File: config.mk
export PLATFORM = sky130hd
export DESIGN_NAME = ta_ctrl
export DESIGN_NICKNAME = d
export VERILOG_FILES = /design/src/rtl/ta_pkg.sv /design/src/rtl/ta_timer.sv /design/src/rtl/ta_txfill.sv /design/src/rtl/ta_fsm.sv /design/src/rtl/ta_ctrl.sv
export SDC_FILE = /design/constraint.sdc
export NUM_CORES = 1
export LEC_CHECK = 0
export BUFFER_PORTS_ARGS = -buffer_cell sky130_fd_sc_hd__buf_2
export CAP_MARGIN = 0
export CORE_AREA = 3 3 103 105
export DETAILED_ROUTE_END_ITERATION = 10
export DIE_AREA = 0 0 106 108
export PLACE_DENSITY_LB_ADDON = 0.15
export RECOVER_POWER = 50
export SYNTH_ARGS = -nofsm -noshare
export SYNTH_HDL_FRONTEND = slang
export SYNTH_HIERARCHICAL = 1
export SYNTH_SLANG_ARGS = --single-unit
File: constraint.sdc
create_clock -name clk -period 4.75 [get_ports clk]
set_input_delay 0 -clock clk [delete_from_list [all_inputs] [get_ports clk]]
set_output_delay 0 -clock clk [all_outputs]
set_load 0.01 [all_outputs]
File: src/rtl/ta_pkg.sv
package ta_pkg;

  localparam int D_BITS = 48;
  localparam int E_BITS = 7;
  localparam int S_BITS = 9;
  localparam int X_BITS = 2;

  typedef enum logic [2:0] {
    TA_IDLE   = 3'd0,
    TA_CONN   = 3'd1,
    TA_DATA   = 3'd2,
    TA_DISC   = 3'd3,
    TA_RESYNC = 3'd4
  } ta_state_e;

  typedef struct packed {
    logic [D_BITS-1:0] d;
    logic [E_BITS-1:0] e;
    logic [S_BITS-1:0] s;
    logic [X_BITS-1:0] x;
  } ta_frame_t;

  localparam logic [7:0] STAT_UP    = 8'h1E;
  localparam logic [7:0] STAT_LDISC = 8'h14;
  localparam logic [7:0] STAT_RDISC = 8'h0A;
  localparam logic [7:0] STAT_DOWN  = 8'h00;

  // E1 = bit 0 = 0, E2 = E3 = 1 selects the 9600 bit/s code
  localparam logic [E_BITS-1:0] E_RATE = 7'b1111110;

  function automatic logic s_is_on(input logic [S_BITS-1:0] s);
    return s == '0;
  endfunction

  function automatic logic x_is_on(input logic [X_BITS-1:0] x);
    return x == '0;
  endfunction

endpackage

File: src/rtl/ta_timer.sv
module ta_timer #(
  parameter int W = 4
) (
  input  logic         clk,
  input  logic         rst_n,
  input  logic         tick,
  input  logic         load,
  input  logic [W-1:0] load_val,
  output logic         expire
);

  logic [W-1:0] cnt;

  // expiry does not look at load, so no loop through the FSM
  assign expire = tick && (cnt == W'(1));

  always_ff @(posedge clk) begin
    if (!rst_n)                cnt <= '0;
    else if (load)             cnt <= load_val;
    else if (tick && cnt != 0) cnt <= cnt - W'(1);
  end

endmodule

File: src/rtl/ta_txfill.sv
module ta_txfill
  import ta_pkg::*;
(
  input  logic              clk,
  input  logic              rst_n,
  input  ta_state_e         state,
  input  logic              synced,
  input  logic              tx_req,
  input  logic [D_BITS-1:0] tx_data,
  output logic              tx_valid,
  output ta_frame_t         frame
);

  function automatic ta_frame_t fill(input ta_state_e st, input logic syn,
                                     input logic [D_BITS-1:0] data);
    ta_frame_t f;
    f = '1;
    case (st)
      TA_CONN: begin
        f.s = syn ? '0 : '1;
        f.x = syn ? '0 : '1;
      end
      TA_DATA: begin
        f.s = '0;
        f.x = '0;
        f.d = data;
        f.e = E_RATE;
      end
      TA_RESYNC: begin
        f.s = '0;
        f.d = data;
        f.e = E_RATE;
      end
      TA_DISC: begin
        f.x = '0;
        f.d = '0;
      end
      default: ;
    endcase
    return f;
  endfunction

  always_ff @(posedge clk) begin
    if (!rst_n) begin
      tx_valid <= 1'b0;
      frame    <= '1;
    end else begin
      tx_valid <= tx_req;
      if (tx_req) frame <= fill(state, synced, tx_data);
    end
  end

endmodule

File: src/rtl/ta_fsm.sv
module ta_fsm
  import ta_pkg::*;
(
  input  logic              clk,
  input  logic              rst_n,
  input  logic              dtr_on,
  input  logic              sync_ind,
  input  logic              desync_ind,
  input  logic              rx_valid,
  input  logic [D_BITS-1:0] rx_d,
  input  logic [S_BITS-1:0] rx_s,
  input  logic [X_BITS-1:0] rx_x,
  input  logic              tmr_expire,
  output ta_state_e         state,
  output ta_state_e         state_nxt,
  output logic              state_chg,
  output logic              synced,
  output logic              cts,
  output logic              dsr,
  output logic              dcd,
  output logic [7:0]        status,
  output logic              status_chg,
  output logic              up_valid,
  output logic [D_BITS-1:0] up_d
);

  logic       dtr_q, syn_n, cts_n, dsr_n, dcd_n;
  logic [7:0] stat_n;

  // named events for the checker and for readability
  logic dtr_rise, frm_on, frm_rdisc, frm_s_off;
  assign dtr_rise  = dtr_on && !dtr_q;
  assign frm_on    = rx_valid && s_is_on(rx_s) && x_is_on(rx_x);
  assign frm_s_off = rx_valid && !s_is_on(rx_s);
  assign frm_rdisc = frm_s_off && x_is_on(rx_x) && (rx_d == '0);

  always_comb begin
    state_nxt = state;
    syn_n  = synced;
    cts_n  = cts;
    dsr_n  = dsr;
    dcd_n  = dcd;
    stat_n = status;
    if (sync_ind) syn_n = 1'b1;
    case (state)
      TA_IDLE: if (dtr_rise) state_nxt = TA_CONN;
      TA_CONN: begin
        if (!dtr_on) state_nxt = TA_IDLE;
        else if (frm_on) begin
          state_nxt = TA_DATA;
          {cts_n, dsr_n, dcd_n} = 3'b111;
          stat_n = STAT_UP;
        end else if (tmr_expire) state_nxt = TA_IDLE;
      end
      TA_DATA: begin
        if (!dtr_on) state_nxt = TA_DISC;
        else if (desync_ind) state_nxt = TA_RESYNC;
        else if (frm_rdisc) begin
          {dsr_n, dcd_n} = 2'b00;
          stat_n = STAT_RDISC;
        end
      end
      TA_RESYNC: begin
        if (!dtr_on || tmr_expire) state_nxt = TA_DISC;
        else if (sync_ind) state_nxt = TA_DATA;
      end
      TA_DISC: if (desync_ind || tmr_expire || frm_s_off) state_nxt = TA_IDLE;
      default: state_nxt = TA_IDLE;
    endcase
    // entering disconnecting: remote-disconnect memory is DSR already OFF
    if (state_nxt == TA_DISC && state != TA_DISC) begin
      cts_n  = 1'b0;
      stat_n = dsr ? STAT_LDISC : STAT_DOWN;
    end
    if (state_nxt == TA_CONN && state != TA_CONN) syn_n = 1'b0;
    if (state_nxt == TA_IDLE) begin
      {cts_n, dsr_n, dcd_n} = 3'b000;
      stat_n = STAT_DOWN;
      syn_n  = 1'b0;
    end
  end

  assign state_chg = (state_nxt != state);

  always_ff @(posedge clk) begin
    if (!rst_n) begin
      state      <= TA_IDLE;
      dtr_q      <= 1'b0;
      synced     <= 1'b0;
      {cts, dsr, dcd} <= 3'b000;
      status     <= STAT_DOWN;
      status_chg <= 1'b0;
      up_valid   <= 1'b0;
      up_d       <= '1;
    end else begin
      state      <= state_nxt;
      dtr_q      <= dtr_on;
      synced     <= syn_n;
      {cts, dsr, dcd} <= {cts_n, dsr_n, dcd_n};
      status     <= stat_n;
      status_chg <= (stat_n != status);
      up_valid   <= rx_valid;
      if (rx_valid)
        up_d <= (state_nxt inside {TA_DATA, TA_RESYNC, TA_DISC}) ? rx_d : '1;
    end
  end

endmodule

File: src/rtl/ta_ctrl.sv
module ta_ctrl
  import ta_pkg::*;
#(
  parameter int T1_TICKS = 10,
  parameter int T2_TICKS = 5,
  parameter int X1_TICKS = 3
) (
  input  logic                clk,
  input  logic                rst_n,
  input  logic                tick,
  input  logic                dtr_on,
  input  logic                sync_ind,
  input  logic                desync_ind,
  input  logic                rx_valid,
  input  logic [D_BITS-1:0]   rx_d,
  input  logic [S_BITS-1:0]   rx_s,
  input  logic [X_BITS-1:0]   rx_x,
  input  logic                tx_req,
  input  logic [D_BITS-1:0]   tx_data,
  output logic                tx_valid,
  output logic [D_BITS-1:0]   tx_d,
  output logic [E_BITS-1:0]   tx_e,
  output logic [S_BITS-1:0]   tx_s,
  output logic [X_BITS-1:0]   tx_x,
  output logic                cts,
  output logic                dsr,
  output logic                dcd,
  output logic [7:0]          status,
  output logic                status_chg,
  output logic                up_valid,
  output logic [D_BITS-1:0]   up_d,
  output logic [2:0]          state
);

  localparam int TMAX = (T1_TICKS > T2_TICKS)
                        ? ((T1_TICKS > X1_TICKS) ? T1_TICKS : X1_TICKS)
                        : ((T2_TICKS > X1_TICKS) ? T2_TICKS : X1_TICKS);
  localparam int TW = $clog2(TMAX + 1);

  function automatic logic [TW-1:0] timeout_of(input ta_state_e st);
    case (st)
      TA_CONN:   return TW'(T1_TICKS);
      TA_DISC:   return TW'(T2_TICKS);
      TA_RESYNC: return TW'(X1_TICKS);
      default:   return '0;
    endcase
  endfunction

  ta_state_e st_q, st_nxt;
  logic      st_chg, synced, tmr_expire;
  ta_frame_t frame;

  ta_timer #(.W(TW)) u_timer (
    .clk      (clk),
    .rst_n    (rst_n),
    .tick     (tick),
    .load     (st_chg),
    .load_val (timeout_of(st_nxt)),
    .expire   (tmr_expire)
  );

  ta_fsm u_fsm (
    .clk        (clk),
    .rst_n      (rst_n),
    .dtr_on     (dtr_on),
    .sync_ind   (sync_ind),
    .desync_ind (desync_ind),
    .rx_valid   (rx_valid),
    .rx_d       (rx_d),
    .rx_s       (rx_s),
    .rx_x       (rx_x),
    .tmr_expire (tmr_expire),
    .state      (st_q),
    .state_nxt  (st_nxt),
    .state_chg  (st_chg),
    .synced     (synced),
    .cts        (cts),
    .dsr        (dsr),
    .dcd        (dcd),
    .status     (status),
    .status_chg (status_chg),
    .up_valid   (up_valid),
    .up_d       (up_d)
  );

  ta_txfill u_fill (
    .clk      (clk),
    .rst_n    (rst_n),
    .state    (st_q),
    .synced   (synced),
    .tx_req   (tx_req),
    .tx_data  (tx_data),
    .tx_valid (tx_valid),
    .frame    (frame)
  );

  assign tx_d  = frame.d;
  assign tx_e  = frame.e;
  assign tx_s  = frame.s;
  assign tx_x  = frame.x;
  assign state = st_q;

endmodule

==> results of run 1 <==
==> layer usage <==
layer | wire length, µm | GRT usage (%) | vias up
li1 | - | - | 2406
met3 | 1490 | 9.67 | 40
met4 | 381 | 10.8 | 0
met1 | 6420 | 31.3 | 2366
met2 | 8220 | 48.0 | 315
met5 | 0 | 0 | -
==> metrics by stage <==
step | setup slack, ns | total power [µW] | hold slack, ns | util [%] | cell area, µm²
final | 1.46 | 2640 | 0.0723 | 74.7 | 7270
after global placement | 1.81 | 1280 | 0.221 | 59.5 | 5790
after global routing | 1.19 | 2730 | 0.0654 | 74.7 | 7270
after floorplan | 2.17 | 1190 | 0.0762 | - | 4670
after CTS | 1.60 | 2660 | 0.0178 | 76.3 | 7420
after detailed placement | 1.63 | 1290 | 0.224 | 59.5 | 5790
==> worst paths after layout <==
kind	from	to	slack [ns]	cells after the start
max	u_timer/cnt[1]$_SDFFE_PN0P_	u_fsm/up_d[9]$_SDFFE_PN1P_	1.46	10
min	rx_x[0]	u_fsm/cts$_SDFFE_PP0P_	0.07	5
max reg2reg	u_timer/cnt[1]$_SDFFE_PN0P_	u_fsm/up_d[9]$_SDFFE_PN1P_	1.46	10
min reg2reg	u_fsm/cts$_SDFFE_PP0P_	u_fsm/cts$_SDFFE_PP0P_	0.47	1
==> area by class of cell <==
| class | instances | area [µm²] |
|---|---|---|
| diodes | 1 | 2.50 |
| clock buffers | 17 | 414 |
| clock inverters | 15 | 189 |
| fillers | 739 | 2460 |
| inverters | 8 | 30.0 |
| multi-input cells | 294 | 1940 |
| flip-flops and latches | 121 | 2420 |
| well taps | 133 | 166 |
| repair buffers | 346 | 2100 |
==> synthesized netlist by cell type (3+ instances only) <==
cell      count  area share [%]
buf_6         4            0.97
nor3_1        4            0.43
o22ai_1      48             6.4
a21oi_1       9            0.97
buf_4        19             3.1
buf_2         8            0.86
nand3_1       8            0.86
nor2_1       17             1.4
o21ai_1       3            0.32
dfxtp_1     121              52
nor4_1       13             1.7
nor3b_1       5            0.81
and2_1       10             1.3
a221o_1      48              10
nand2_1      58             4.7
o21ai_0       7            0.75
nand4_1       6            0.81
clkbuf_1     21             1.7
nand3b_1      3            0.48
inv_1         7            0.56
o21a_1        3            0.48
nor4b_1       3            0.56
==> state kept, by name (all words and copies together) (netlist names) <==
signal	cells
u_fill/frame	51
u_fsm/up_d	48
u_fsm/status	8
u_timer/cnt	4
u_fsm/state	3
u_fill/tx_valid	1
u_fsm/cts	1
u_fsm/dcd	1
u_fsm/dtr_q	1
u_fsm/status_chg	1
u_fsm/synced	1
u_fsm/up_valid	1
==> cell families (layout without fill, tap and decap cells) <==
group / Yosys count / after routing / share of synthesized area [%]
multiplexers: 2 / 2 / 0.430
adder cells (fa/ha/maj): 2 / 2 / 0.537
AND/OR/NAND/NOR: 146 / 146 / 16.5
buffers and inverters: 60 / 386 / 7.23
XOR/XNOR: 1 / 1 / 0.188
flip-flops: 121 / 121 / 52.0
other: 1 / 7 / 0.0805
AO/OA/AOI/OAI: 137 / 137 / 23.0
==> power breakdown <==
group / switching (µW) / internal [µW] / leakage, µW
registers: 20.3 / 1040 / 0.000989
clock network: 493 / 812 / 0.000296
logic: 132 / 140 / 0.00156
total: 646 / 2000 / 0.00285
==> worst max-delay path: stages, from the launching register on <==
cell and delay [ns]:
dfxtp_1 0.34, inv_1 0.07, ha_1 0.18, nor4bb_1 0.19, or3b_1 0.39, a22oi_1 0.19
o21ai_1 0.13, or2_1 0.36, o21ai_4 0.97, o22ai_1 0.22, nand2_1 0.14
==> what timing repair did <==
action / 4_1_cts / 5_1_grt
hold buffers: 103 / 0
hold endpoints to repair: 109 / 0
endpoints found under the setup margin: 0 / 0
==> impl_metrics.yaml, run 1 <==
clock_network:
  numCtsBuffers: 17
  cts_root_buf: "clkbuf_8"
  cts_resized: 0
  cts_buffer_depth: 2
  htree_levels: 4
  post-cts-setup-buffer-count: 0
  clkTransAtPathRegs_ns: 0.06
  clkSinkCount: 121
  cts_tree: "yes"
  insertion_delay_ns: 0.51
yosys:
  synth_edf_count: 0
  synthFlopType: "dfxtp_1"
  yosysUniqueCellTypes: 58
  synth.avg_cell_area_um2: 9.91
  synth_warnings: 6
  synth_seq_cells: 121
  async_flop_share_pct: 0
  synthCells: 470
  syn_area_um2: 4660
  ys_seq_area_share_pct: 52.0
cells_and_area:
  mostFrequentLayoutCell: "clkbuf_1"
  layoutNonFillerInstCount: 935
  layout_common_cells: "clkbuf_1, dfxtp_1, buf_2"
  fin_nets: 905
  drive_above_1_share_pct: 20.5
  syn2layout_area_growth_pct: 56.1
place:
  hpwl_mm: 9.97
  gp_congestion: 0.845
  dp.cells: 799
  portBuffers: 239
timing:
  finClkSkew_ns: 0.0190
  post-route-min-period_ns: 3.29
  slew-limit-headroom_pct: -60.0
  timing.final.hold_violations: 0
  finalMaxSlewViolations: 61
  setup_viol: 0
  fin_crit_sh_pct: 69.3
  worstMarginPinSlew_ns: 2.40
  clock.fmax_mhz: 304
  grt_setup_unrepaired: "false"
  tns_ns: 0
global_routing:
  grt_pass1_wl_mm: 25.3
  antenna_found_initial: 1
  grt_usage_pct: 27.6
  grt_max_degree: 61
  grt_pass1_vias: 5068
  grt_overflow_total: 0
floorplan:
  dieHeight_um: 108
  ios: 246
  rows: 36
  die_w_um: 106
  dieArea_um2: 11400
  initial_core_util_pct: 47.9
  core_area_um2: 9730
route:
  ant_nets: 0
  route.detailed.drc: 0
  drt-total-wl_mm: 16.5
  vias: 5127
  drt_iter0_drc: 424
  vias_per_cell: 5.48
  drt_pass1_iterations: 5
  post_drt_wl_per_cell_um: 17.7
worst_hold_path:
  hp-class: "input port to flop"
status:
  status: "finished with violations"
  violations: "capacitance limit, slew limit"
setup_path:
  criticalPathCategory: "flop to flop"
  cp-start-kind: "flop"
  cp.arrival_ns: 3.70
  cp.required_ns: 5.16
  critPathCaptureType: "flop"
  critPathMaxFanout: 48
pwr:
  power_density_nw_per_um2: 363
  leakagePower_uw: 0.00285
  irDropWorstVdd_mv: 0.201
job:
  maxCapViolations: 1
(Power assumes the default switching activity.)
==> run 2, diff against run 1 <==
Settings changed: CORE_AREA 3 3 103 105 to 3 3 106 108, DIE_AREA 0 0 106 108 to 0 0 109 111.
Clock period 4.75 ns to 3.4 ns, I/O delays scaled along.
==> run 2 against run 1 <==
Compared with the run above: the flow still finishes with violations (capacitance limit, slew limit); worst hold slack worse by 0.020 ns; clock power up 34%; sequential share of layout area down 0.063 points; first-iteration DRC count up 1.4%; critical path depth up 1; via count down 0.90%; count of clock-buffer cells in the layout up 4; non-clock buffer count up 2; combinational power up 38%; critical endpoint is now u_fsm/synced$_SDFFE_PP0P_; largest power group unchanged.
==> impl_metrics.yaml, run 2 (same netlist as run 1, synthesis figures left out) <==
status:
  status: "finished with violations"
  violations: "capacitance limit, slew limit"
pwr:
  leakagePower_uw: 0.00285
  irDropWorstVdd_mv: 0.234
  power_density_nw_per_um2: 496
cells_and_area:
  top_register: "u_fill/frame"
  largest_reg_flops: 51
  layoutNonFillerInstCount: 939
  multi_input_area_um2: 1940
  nFillCells: 805
  fin_nets: 907
  syn2layout_area_growth_pct: 56.4
  ff_latch_area_um2: 2420
  n_antenna_cell: 0
  layout_common_cells: "clkbuf_1, dfxtp_1, buf_2"
  drive_above_1_share_pct: 20.9
  reg_top3: "u_fill/frame: 51 flops, u_fsm/up_d: 48 flops, u_fsm/status: 8 flops"
timing:
  finalMaxSlewViolations: 59
  fin_crit_sh_pct: 91.3
  setup_viol: 0
  grt_setup_unrepaired: "false"
  slew-limit-headroom_pct: -57.6
  timing.final.hold_violations: 0
  tns_ns: 0
  finClkSkew_ns: 0.00955
  clock.fmax_mhz: 322
  post-route-min-period_ns: 3.11
  worstMarginPinSlew_ns: 2.36
global_routing:
  antenna_found_initial: 0
  grt_max_degree: 59
  grt_usage_pct: 24.9
  grt_overflow_total: 0
  grt_pass1_vias: 4953
  grt_pass1_wl_mm: 24.3
clock_network:
  numCtsBuffers: 17
  htree_levels: 4
  cts_root_buf: "clkbuf_8"
  post-cts-setup-buffer-count: 0
  cts_buffer_depth: 2
  insertion_delay_ns: 0.51
  cts_tree: "yes"
  clkTransAtPathRegs_ns: 0.06
  cts_resized: 0
  hold_buffers: 102
  clkSinkCount: 121
worst_hold_path:
  hp-class: "input port to flop"
  hold-path-endpoint: "u_fsm/cts$_SDFFE_PP0P_"
  min_from: "rx_x[0]"
  hold_depth: 5
floorplan:
  ios: 246
  dieHeight_um: 111
  initial_core_util_pct: 45.1
  core_area_um2: 10300
  dieArea_um2: 12100
  die_w_um: 109
  rows: 37
place:
  portBuffers: 239
  hpwl_mm: 9.69
  dp.cells: 805
  gp_congestion: 0.804
setup_path:
  cp-start-kind: "flop"
  reg2reg_to: "u_fsm/synced$_SDFFE_PP0P_"
  criticalPathCategory: "flop to flop"
  critPathCaptureType: "flop"
  critPathMaxFanout: 6
  timing.rr.start: "u_timer/cnt[1]$_SDFFE_PN0P_"
  cp.required_ns: 3.80
  reg2reg_depth: 11
  worst-r2r-setup-slack_ns: 0.29
  cp.arrival_ns: 3.50
route:
  ant_nets: 0
  drt-total-wl_mm: 15.6
  post_drt_wl_per_cell_um: 16.6
  vias: 5081
  drt_pass1_iterations: 5
  route.detailed.drc: 0
  vias_per_cell: 5.41
  drt_iter0_drc: 430
job:
  maxCapViolations: 1
==> run 2: changes by cell type in the layout (fill, tap and decap cells not counted), sizes merged <==
| cell | change |
|---|---|
| buf | +4 |
| bufinv | -1 |
| clkbuf | +3 |
| clkinv | +2 |
| clkinvlp | +2 |
| diode | -1 |
| dlygate4sd3 | -1 |
| inv | -7 |
==> run 2: worst max path at each step <==
stage / from / endpoint / slack (ns)
after floorplan: u_timer/cnt[1]$_SDFFE_PN0P_ / u_fsm/status_chg$_SDFF_PN0_ / 0.82
after global placement: u_timer/cnt[1]$_SDFFE_PN0P_ / u_fsm/status_chg$_SDFF_PN0_ / 0.70
after detailed placement: u_timer/cnt[1]$_SDFFE_PN0P_ / u_fsm/up_d[42]$_SDFFE_PN1P_ / 0.65
after CTS: u_timer/cnt[1]$_SDFFE_PN0P_ / u_fsm/synced$_SDFFE_PP0P_ / 0.34
after global routing: u_timer/cnt[1]$_SDFFE_PN0P_ / u_fsm/synced$_SDFFE_PP0P_ / 0.11
final: u_timer/cnt[1]$_SDFFE_PN0P_ / u_fsm/synced$_SDFFE_PP0P_ / 0.29
==> run 2: per-stage QoR <==
stage	total power (µW)	setup WS, ns	cell area [µm²]	hold slack, ns	utilization, %
after floorplan	1660	0.825	4670	0.0762	-
after global placement	1790	0.703	5830	0.220	56.4
after detailed placement	1800	0.646	5830	0.224	56.4
after CTS	3640	0.335	7440	0.0225	72.0
after global routing	3740	0.112	7280	0.0831	70.5
final	3610	0.295	7280	0.0524	70.5
==> run 2: worst max-delay path, stage by stage, from the launching register on <==
cell and delay, ns:
dfxtp_1 0.33, inv_1 0.08, ha_1 0.18, nor4bb_1 0.14
buf_4 0.16, or3b_1 0.37, a22oi_1 0.18, o21ai_1 0.12
or4_1 0.57, nand2_1 0.23, a211oi_1 0.08, dlygate4sd3_1 0.56
==> run 2: area by class of cell <==
| cell class | instances | area share, % |
|---|---|---|
| Timing Repair Buffer | 348 | 29.2 |
| Sequential cell | 121 | 33.3 |
| Inverter | 8 | 0.412 |
| Clock inverter | 11 | 1.65 |
| Tap cell | 136 | 2.34 |
| Multi-Input combinational cell | 294 | 26.7 |
| Clock buffer | 21 | 6.44 |
==> run 2: per-layer routing <==
metal / global-route usage, % / share of wire (%) / routed length [µm] / vias to the layer above
met5: 0 / 0 / 0 / -
met4: 10.1 / 2.6 / 405 / 0
met3: 8.33 / 9.5 / 1480 / 39
met2: 41.7 / 48 / 7520 / 283
met1: 28.8 / 40 / 6180 / 2342
li1: - / - / - / 2417
==> run 2: power breakdown <==
part           internal, µW  switching (µW)
logic                   197             179
registers              1460            28.7
clock network          1120             634
total                  2770             842
==> run 3, diff against run 2 <==
Settings changed: GPL_TIMING_DRIVEN from default to 1.
Clock period 3.4 ns to 2.95 ns, I/O delays scaled along.
==> run 3 against run 2 <==
Compared with the run above: the run still ends with capacitance limit, slew limit left; count of clock-buffer cells in the layout is 3 lower; worst hold slack better by 0.0034 ns; sequential power rose by 15%; critical path type unchanged.
==> impl_metrics.yaml, run 3 (same netlist as run 1, synthesis figures left out) <==
status:
  status: "finished with violations"
  violations: "capacitance limit, slew limit"
setup_path:
  worst-r2r-setup-slack_ns: 0.15
  critPathMaxFanout: 8
  critPathCaptureType: "flop"
  cp.required_ns: 3.35
  criticalPathCategory: "flop to flop"
  cp.arrival_ns: 3.20
  cp-startpoint: "u_timer/cnt[1]$_SDFFE_PN0P_"
  timing.rr.start: "u_timer/cnt[1]$_SDFFE_PN0P_"
  cp-start-kind: "flop"
cells_and_area:
  layoutNonFillerInstCount: 945
  fin_area_um2: 7380
  top_register: "u_fill/frame"
  syn2layout_area_growth_pct: 58.4
  fin_util_pct: 71.4
  reg_top3: "u_fill/frame: 51 flops, u_fsm/up_d: 48 flops, u_fsm/status: 8 flops"
  drive_above_1_share_pct: 21.8
  n_antenna_cell: 0
  largest_reg_flops: 51
  layout_common_cells: "clkbuf_1, dfxtp_1, buf_2"
  fin_nets: 913
floorplan:
  core_area_um2: 10300
  ios: 246
  die_w_um: 109
  rows: 37
  initial_core_util_pct: 45.1
  dieHeight_um: 111
  dieArea_um2: 12100
timing:
  finClkSkew_ns: 0.00588
  clock.fmax_mhz: 357
  worstMarginPinSlew_ns: 1.75
  slew-limit-headroom_pct: -16.4
  post-route-min-period_ns: 2.80
  tns_ns: 0
  finalMaxSlewViolations: 43
  setup_viol: 0
  fin_crit_sh_pct: 94.9
  grt_setup_unrepaired: "false"
  timing.final.hold_violations: 0
global_routing:
  grt_usage_pct: 26.2
  antenna_found_initial: 0
  grt_pass1_vias: 5164
  grt_max_degree: 50
  grt_pass1_wl_mm: 25.6
  grt_overflow_total: 0
pwr:
  leakagePower_uw: 0.00289
  power_density_nw_per_um2: 582
  comb_power_share_pct: 10.4
  clockPowerShare_pct: 49.7
  seqPwrFrac_pct: 39.9
  p_int_uw: 3240
  p_sw_uw: 1050
  total_power_uw: 4290
  sw_frac_of_total_pct: 24.4
  irDropWorstVdd_mv: 0.380
place:
  gp_congestion: 0.875
  hpwl_mm: 9.95
  place_area_um2: 5840
  portBuffers: 239
  dp.cells: 809
clock_network:
  cts_buffer_depth: 2
  cts_tree: "yes"
  cts_root_buf: "clkbuf_8"
  clkSinkCount: 121
  post-cts-setup-buffer-count: 0
  clkTransAtPathRegs_ns: 0.06
  insertion_delay_ns: 0.52
  numCtsBuffers: 17
  htree_levels: 4
job:
  maxCapViolations: 1
route:
  vias: 5208
  ant_nets: 0
  vias_per_cell: 5.51
  route.detailed.drc: 0
  post_drt_wl_per_cell_um: 17.4
  drt_pass1_iterations: 5
  drt_iter0_drc: 436
  drt-total-wl_mm: 16.4
worst_hold_path:
  min_from: "rx_x[1]"
  hp-class: "input port to flop"
run 3: changes by cell type in the layout (fill, tap and decap cells not counted), moves of 2 or more:
cell and change:
clkinv_2 -4, clkinv_4 +3, clkinvlp_4 -2, and2_1 +2, inv_6 +4, and2_0 -2, clkbuf_8 -3, buf_4 +5
run 3: power groups by stage:
stage / sequential (µW) / clock, µW / combinational [µW]
after floorplan: 1760 / 0 / 163
after global placement: 1740 / 0 / 331
after detailed placement: 1740 / 0 / 335
after CTS: 1710 / 2170 / 445
after global routing: 1720 / 2250 / 489
final: 1710 / 2130 / 448
run 3: critical path, cell delays in order, from the launching register on:
cell and delay [ns]:
dfxtp_1 0.34, inv_1 0.08, ha_1 0.19, nor4bb_4 0.19
or3b_1 0.38, a22oi_1 0.19, o21ai_1 0.12, or2_4 0.29
buf_4 0.17, and3_4 0.17, o32a_1 0.28, o31a_1 0.29
run 3: repair_timing:
action                                  CTS  global route
gates resized for setup                   1             4
pin swaps                                 0             1
hold buffers                            103             0
hold endpoints to repair                110             0
gates cloned                              0             1
endpoints found under the setup margin    8            61
run 3: area by class of cell:
| type | count | area [µm²] |
|---|---|---|
| multi-input combinational | 295 | 1980 |
| clock buffer | 18 | 428 |
| timing repair buffer | 353 | 2160 |
| tap | 136 | 170 |
| inverter | 8 | 30.0 |
| fill | 787 | 2950 |
| sequential | 121 | 2420 |
| clock inverter | 14 | 188 |
run 3: final timing paths:
check | depth (start not counted) | to
min reg2reg | 2 | u_fsm/up_d[7]$_SDFFE_PN1P_
max | 11 | u_fsm/status_chg$_SDFF_PN0_
max reg2reg | 11 | u_fsm/status_chg$_SDFF_PN0_
min | 5 | u_fsm/cts$_SDFFE_PP0P_
run 3: metal layers:
layer	GRT usage, %	wire length [µm]	vias to the layer above
li1	-	-	2420
met4	11.4	418	0
met3	8.44	1460	39
met2	43.6	7980	298
met5	0	0	-
met1	30.5	6580	2451
run 3: through the flow:
| stage | hold slack, ns | setup slack (ns) |
|---|---|---|
| after floorplan | 0.0762 | 0.375 |
| after global placement | 0.222 | 0.0625 |
| after detailed placement | 0.223 | -0.0390 |
| after CTS | 0.0253 | 0.00247 |
| after global routing | 0.0762 | 0.00134 |
| final | 0.0557 | 0.152 |
